===== src/rtl/irq_en_pkg.sv =====
package irq_en_pkg;

    // Which register view an access selects
    typedef enum logic [1:0] {
        VIEW_NONE = 2'd0,
        VIEW_SET  = 2'd1,
        VIEW_CLR  = 2'd2
    } view_e;

endpackage


===== src/rtl/irq_view_decode.sv =====
module irq_view_decode
    import irq_en_pkg::*;
#(
    parameter int              ADDR_W  = 12,
    parameter logic [ADDR_W-1:0] SET_OFS = 12'h100,
    parameter logic [ADDR_W-1:0] CLR_OFS = 12'h180
) (
    input  logic [ADDR_W-1:0] addr_i,
    output view_e             view_o
);

    always_comb begin
        if (addr_i == SET_OFS) begin
            view_o = VIEW_SET;
        end else if (addr_i == CLR_OFS) begin
            view_o = VIEW_CLR;
        end else begin
            view_o = VIEW_NONE;
        end
    end

endmodule


===== src/rtl/irq_access_mask.sv =====
module irq_access_mask #(
    parameter int NUM_IRQ = 32
) (
    input  logic [NUM_IRQ-1:0] grp_secure_i,
    input  logic               nsec_i,
    input  logic               sec_dis_i,
    input  logic               route_sec_i,
    input  logic               route_nsec_i,
    output logic [NUM_IRQ-1:0] mask_o
);

    // A non-secure access is barred from secure-group bits unless security is disabled
    logic ns_barred;
    assign ns_barred = nsec_i & ~sec_dis_i;

    for (genvar g = 0; g < NUM_IRQ; g++) begin : g_bit
        logic routed;
        assign routed    = grp_secure_i[g] ? route_sec_i : route_nsec_i;
        assign mask_o[g] = routed & ~(grp_secure_i[g] & ns_barred);
    end

endmodule


===== src/rtl/irq_enable_bank.sv =====
module irq_enable_bank #(
    parameter int NUM_IRQ = 32
) (
    input  logic               clk_i,
    input  logic               rst_ni,
    input  logic [NUM_IRQ-1:0] set_i,
    input  logic [NUM_IRQ-1:0] clr_i,
    output logic [NUM_IRQ-1:0] en_o
);

    typedef struct packed {
        logic [NUM_IRQ-1:0] en;
    } bank_t;

    bank_t st_d, st_q;

    always_comb begin
        st_d = st_q;
        for (int i = 0; i < NUM_IRQ; i++) begin
            if (set_i[i]) begin
                st_d.en[i] = 1'b1;
            end else if (clr_i[i]) begin
                st_d.en[i] = 1'b0;
            end
        end
    end

    always_ff @(posedge clk_i or negedge rst_ni) begin
        if (!rst_ni) begin
            st_q <= '0;
        end else begin
            st_q <= st_d;
        end
    end

    assign en_o = st_q.en;

endmodule


===== src/rtl/irq_fwd_enable_reg.sv =====
module irq_fwd_enable_reg
    import irq_en_pkg::*;
#(
    parameter int                NUM_IRQ = 32,
    parameter int                NUM_SGI = 16,
    parameter int                ADDR_W  = 12,
    parameter logic [ADDR_W-1:0] SET_OFS = 12'h100,
    parameter logic [ADDR_W-1:0] CLR_OFS = 12'h180
) (
    input  logic               clk_i,
    input  logic               rst_ni,
    input  logic [ADDR_W-1:0]  bus_addr_i,
    input  logic [NUM_IRQ-1:0] bus_wdata_i,
    input  logic               bus_we_i,
    input  logic               bus_re_i,
    input  logic               bus_nsec_i,
    output logic [NUM_IRQ-1:0] bus_rdata_o,
    input  logic [NUM_IRQ-1:0] grp_secure_i,
    input  logic               sec_dis_i,
    input  logic               route_sec_i,
    input  logic               route_nsec_i,
    output logic [NUM_IRQ-1:0] enable_o
);

    localparam int NUM_PPI = NUM_IRQ - NUM_SGI;

    view_e              view;
    logic [NUM_IRQ-1:0] reach;
    logic [NUM_IRQ-1:0] set_vec;
    logic [NUM_IRQ-1:0] clr_vec;
    logic [NUM_IRQ-1:0] en_q;
    logic               wr_hit;

    irq_view_decode #(
        .ADDR_W (ADDR_W),
        .SET_OFS(SET_OFS),
        .CLR_OFS(CLR_OFS)
    ) i_decode (
        .addr_i(bus_addr_i),
        .view_o(view)
    );

    irq_access_mask #(
        .NUM_IRQ(NUM_IRQ)
    ) i_mask (
        .grp_secure_i(grp_secure_i),
        .nsec_i      (bus_nsec_i),
        .sec_dis_i   (sec_dis_i),
        .route_sec_i (route_sec_i),
        .route_nsec_i(route_nsec_i),
        .mask_o      (reach)
    );

    assign wr_hit = bus_we_i & (view != VIEW_NONE);

    always_comb begin
        set_vec = '0;
        clr_vec = '0;
        if (wr_hit) begin
            if (view == VIEW_SET) begin
                set_vec = bus_wdata_i & reach;
            end else begin
                clr_vec = bus_wdata_i & reach;
            end
        end
    end

    irq_enable_bank #(
        .NUM_IRQ(NUM_IRQ)
    ) i_bank (
        .clk_i (clk_i),
        .rst_ni(rst_ni),
        .set_i (set_vec),
        .clr_i (clr_vec),
        .en_o  (en_q)
    );

    // Read data: both views return the same masked state
    always_comb begin
        if (bus_re_i && (view != VIEW_NONE)) begin
            bus_rdata_o = en_q & reach;
        end else begin
            bus_rdata_o = '0;
        end
    end

    // Software-generated and peripheral halves drive the same output vector
    logic [NUM_SGI-1:0] sgi_en;
    logic [NUM_PPI-1:0] ppi_en;
    assign sgi_en   = en_q[NUM_SGI-1:0];
    assign ppi_en   = en_q[NUM_IRQ-1:NUM_SGI];
    assign enable_o = {ppi_en, sgi_en};

endmodule


===== config.mk =====
export PLATFORM = sky130hd
export DESIGN_NAME = irq_fwd_enable_reg
export DESIGN_NICKNAME = d
export VERILOG_FILES = /design/src/rtl/irq_en_pkg.sv /design/src/rtl/irq_view_decode.sv /design/src/rtl/irq_access_mask.sv /design/src/rtl/irq_enable_bank.sv /design/src/rtl/irq_fwd_enable_reg.sv
export SDC_FILE = /design/constraint.sdc
export NUM_CORES = 1
export LEC_CHECK = 0
export BUFFER_PORTS_ARGS = -buffer_cell sky130_fd_sc_hd__buf_4
export CORE_MARGIN = 2
export CORE_UTILIZATION = 46
export DETAILED_ROUTE_END_ITERATION = 6
export PLACE_DENSITY_LB_ADDON = 0.12
export SYNTH_ARGS = -nofsm -noshare
export SYNTH_HDL_FRONTEND = slang
export SYNTH_SLANG_ARGS = --single-unit

===== constraint.sdc =====
create_clock -name clk_i -period 2.1 [get_ports clk_i]
set_input_delay 0.315 -clock clk_i [delete_from_list [all_inputs] [get_ports clk_i]]
set_output_delay 0.315 -clock clk_i [all_outputs]
set_load 0.005 [all_outputs]

# Word level (Yosys, flattened, before mapping)
# Cells that the tools add are included.
# Widths: inputs -> output; s select.
# totals
reg_bits	32
input_bits	84
output_inout_bits	64
word_cells	273
# classes
n_eq_ne	3
n_mux	103
bitwise_logic	101
reduce_logical	34
# op_table
cell	count
$mux 32	5
$mux 1	96
$and 1x1->1	66
$reduce_bool 2->1	33
$and 32x32->32	2
$not 1->1	33
$eq 12x9->1 const B	2
$mux 2	2
$eq 2x1->1 const B	1
$logic_and 1x1->1	1

# Longest topological paths before layout
# depth
ltp_word	10
ltp_mapped	6
depth_no_buf	4

# Cells and area by module
# A second synthesis with hierarchy kept.
# hier_totals
cells_unflattened	318
area_unflattened_um2	2498.6
# modules_own_cells
mod	n_inst	cells_each	area_each_um2	seq_area_each_um2
irq_enable_bank	1	96	1161.1	800.8
irq_fwd_enable_reg	1	140	665.6	0.0
irq_access_mask	1	76	626.9	0.0
irq_view_decode	1	6	45.0	0.0

# Least setup slack after synthesis
# Ideal clock, no wire load.
# synth_timing
kind	input to output
startpoint	input bus_addr_i[1]
endpoint	output bus_rdata_o[10]
arrival_time_ps	1180
required_time_ps	1785
setup_slack_ps	605
cell_stages	4
path_buffers	1
cell_sequence	nor4_2 > and3_2 > clkbuf_1 > and3_1
# synth_between
elab_chain_len	6
word_cells_on_any_way	7
classes_between	eq/ne: 2; mux: 3; reduce/logical: 2
# synth_lines
element	line_no	rtl
from (decl)	irq_fwd_enable_reg.sv:12	input logic [ADDR_W-1:0] bus_addr_i,
$eq 12x9->1	irq_view_decode.sv:15	end else if (addr_i == CLR_OFS) begin
$mux 2	irq_view_decode.sv:15	
$mux 2 (*)	irq_view_decode.sv:13	if (addr_i == SET_OFS) begin
$reduce_bool 2->1 (*)	irq_fwd_enable_reg.sv:80	if (bus_re_i && (view != VIEW_NONE)) begin
$logic_and 1x1->1 (*)	irq_fwd_enable_reg.sv:80	
$mux 32 (*)	irq_fwd_enable_reg.sv:80	
to (decl)	irq_fwd_enable_reg.sv:17	output logic [NUM_IRQ-1:0] bus_rdata_o,
# Every way passes the cells marked *; elsewhere a longest branch is shown, timed or not.

# Worst setup path in the final report
# layout_timing
startpoint	input bus_addr_i[5]
endpoint	output bus_rdata_o[16]
# Same word-level chain as after synthesis.

==> results by group <==
Setup path
  • Critical Path Most Common Cell: buf_4
  • Slowest cell delay on critical path: 0.55 ns
  • Crit-path slowest cell: and3_2
  • Reg-to-reg slack, setup: 1.43 ns
  • Max FO, Critical Path: 32
  • Arr. time, crit path: 1.63 ns
  • Startpoint types: primary input
  • Worst EP required: 1.78 ns
  • RR Startpoint: i_bank.en_o[7]
  • Critical-path cell list: buf_4, nor4_2, and3_2, and3_1, buf_4
  • Worst R2R End: i_bank.en_o[7]
  • Critical path capture point type: output pin
  • R2R depth: 2
  • CP Buf/Inv Count: 2
  • Worst setup path category: primary input to output pin
  • Top Family by Delay on Critical Path: simple AND/OR/NAND/NOR gates

Detailed routing
  • Avg WL per Cell: 14.0 µm
  • Vias per inst: 5.15
  • DRT Wirelength: 6440 µm
  • Detailed Route Iter0 Violations: 87
  • DRC errors left: 0
  • First-pass detailed-route iteration total: 4
  • Via count: 2373
  • Detail Route Antenna Nets: 0

Power
  • Maximum vdd drop: 369 µV
  • PwrDens: 435 nW/µm²
  • Leak: 2.06 nW

Die
  • Initial Utilization: 0.485
  • Die footprint: 5630 µm²
  • Core ar.: 4790 µm²
  • Die height: 75.0 µm
  • Row cnt: 25
  • Top Ports: 148
  • Die width: 75.0 µm

Global route
  • First-pass GRT wire length: 9730 µm
  • Total Routing Usage GR: 0.226
  • Largest net degree at the start of global routing: 33
  • Antenna violations before repair: 0
  • GRT overflow: 0
  • Vias in the first global route: 2176

Clocking
  • Clock Sinks: 32
  • Worst-Skew Late Latency: 0.28 ns
  • Cts repair resizes: 0
  • TritonCTS clock tree: yes
  • # hold bufs at CTS: 1
  • H-tree depth: 2
  • CTS Root Cell: clkbuf_8
  • Clock Path Buffers: 2
  • Inserted Clock Buffers: 5
  • Number of setup buffers added after CTS: 0
  • Reg clk slew, reported paths: 0.06 ns

Synthesis
  • Yosys cell types: 19
  • Yosys Warn Count: 0
  • Top-area cell type share of the netlist area: 0.345
  • Area leader, netlist: dfrtp_1
  • Net Count, Synth: 336
  • Post-Syn Instances: 252
  • Synth top area cells: dfrtp_1 35%, mux2i_1 14%, nand3_2 13%
  • Count of flip-flops with a built-in enable after synthesis: 0
  • Syn Area/Cell: 9.21 µm²
  • Count leader, synth: inv_1
  • Ys async rst share: 1.00
  • Flops & latches, synth: 32
  • Post-synth top flop: dfrtp_1
  • Post-synthesis sequential area ratio: 0.345
  • Synth Cell Area: 2320 µm²

STA
  • Final setup fails: 0
  • Max Slew Vio Count: 0
  • PnR worst setup slack: 0.155 ns
  • Final period util: 0.926
  • Rel. slew slack: 0.685
  • Fin Clk Skew: 0 ns
  • RSZ-0062 raised after global routing: no
  • Final Hold Vio Count: 0
  • Least-Margin Pin Slew: 0.472 ns
  • Fin crit period: 1.94 ns
  • TNS Setup: 0 ns
  • Fmax: 514 MHz

Worst hold path
  • HP Class: primary input to flip-flop
  • Hold path depth: 3
  • Hold EP: i_bank.en_o[14]
  • Hold Path Origin: bus_wdata_i[14]

Cells and area
  • Synthesis-to-layout area growth: 51.4%
  • Ant diodes: 0
  • Layout cells sized above 1: 0.497
  • Fin nets: 477
  • Fillers: 421
  • Max FFs per register: 32

Place
  • Setup WS pre-CTS: 0.183 ns
  • Final RePlAce weighted congestion: 0.810
  • Port Buffers: 147
  • Hpwl dp: 4860 µm

Status
  • Outcome: finished, final reports clean

Run
  • Max-cap violation count: 0
## where the power goes
group / switching (mW) / internal (mW) / leakage, nW
sequential: 0.000934 / 0.618 / 0.280
combinational: 0.127 / 0.141 / 1.71
clock: 0.224 / 0.418 / 0.0645
## per-stage QoR
step / area [µm²] / cells / total power [mW] / hold slack [ns] / utilization
2_1_floorplan: 2320 / 252 / 0.736 / 0.0194 / -
3_3_place_gp: 3380 / 452 / 0.890 / 0.280 / 0.706
3_5_place_dp: 3380 / 452 / 0.897 / 0.281 / 0.706
4_1_cts: 3510 / 461 / 1.54 / 0.289 / 0.734
5_1_grt: 3510 / 461 / 1.60 / 0.286 / 0.734
6_report: 3510 / 461 / 1.53 / 0.294 / 0.734
## cell families (layout without fill, tap and decap cells)
kind of cell           Yosys count  after routing  share of synthesized area
DFF                             32             32                      0.345
AOI/OAI and AO/OA               32             32                     0.0863
and+or+nand+nor                103            103                      0.300
muxes                           32             32                      0.138
buffers and inverters           53            195                      0.131
## routing by layer
layer / global-route usage / wire [µm] / vias up
met4: 0.0476 / 33 / 0
met5: 0 / 0 / -
met1: 0.271 / 2580 / 1110
li1: - / - / 1161
met2: 0.408 / 3300 / 98
met3: 0.0562 / 527 / 4
## worst min-delay path, stage by stage
cell and delay, ns:
buf_4 0.11, nand3_2 0.05, mux2i_1 0.06
## layout make-up
type	count	area [µm²]	share of cell area
inverter	33	124	0.0353
clock buffer	7	96.3	0.0274
multi-input combinational	167	1220	0.347
clock inverter	1	30.0	0.00855
tap	67	83.8	0.0239
timing repair buffer	154	1160	0.330
sequential	32	801	0.228
## worst max-delay path by stage
stage	start	endpoint	slack, ns	depth (start not counted)
floorplan	bus_addr_i[1]	bus_rdata_o[10]	0.61	4
global placement	bus_addr_i[1]	bus_rdata_o[31]	0.23	5
detailed placement	bus_addr_i[5]	bus_rdata_o[16]	0.18	5
CTS	bus_addr_i[5]	bus_rdata_o[16]	0.18	5
global route	bus_addr_i[5]	bus_rdata_o[16]	0.04	5
finish	bus_addr_i[5]	bus_rdata_o[16]	0.16	5
## placed cells by master, fill, tap and decap left out
| cell | n |
|---|---|
| o22ai_1 | 32 |
| dlygate4sd3_1 | 1 |
| nor2b_2 | 1 |
| mux2i_1 | 32 |
| inv_1 | 33 |
| nand3_1 | 2 |
| buf_4 | 153 |
| bufinv_16 | 1 |
| and3_1 | 32 |
| nor3b_1 | 1 |
| clkbuf_8 | 7 |
| nor4bb_1 | 1 |
| nor4_2 | 2 |
| and3_2 | 1 |
| dfrtp_1 | 32 |
| nand3_2 | 30 |
| nand2_1 | 32 |
| and4_2 | 1 |
(Power assumes the default switching activity.)
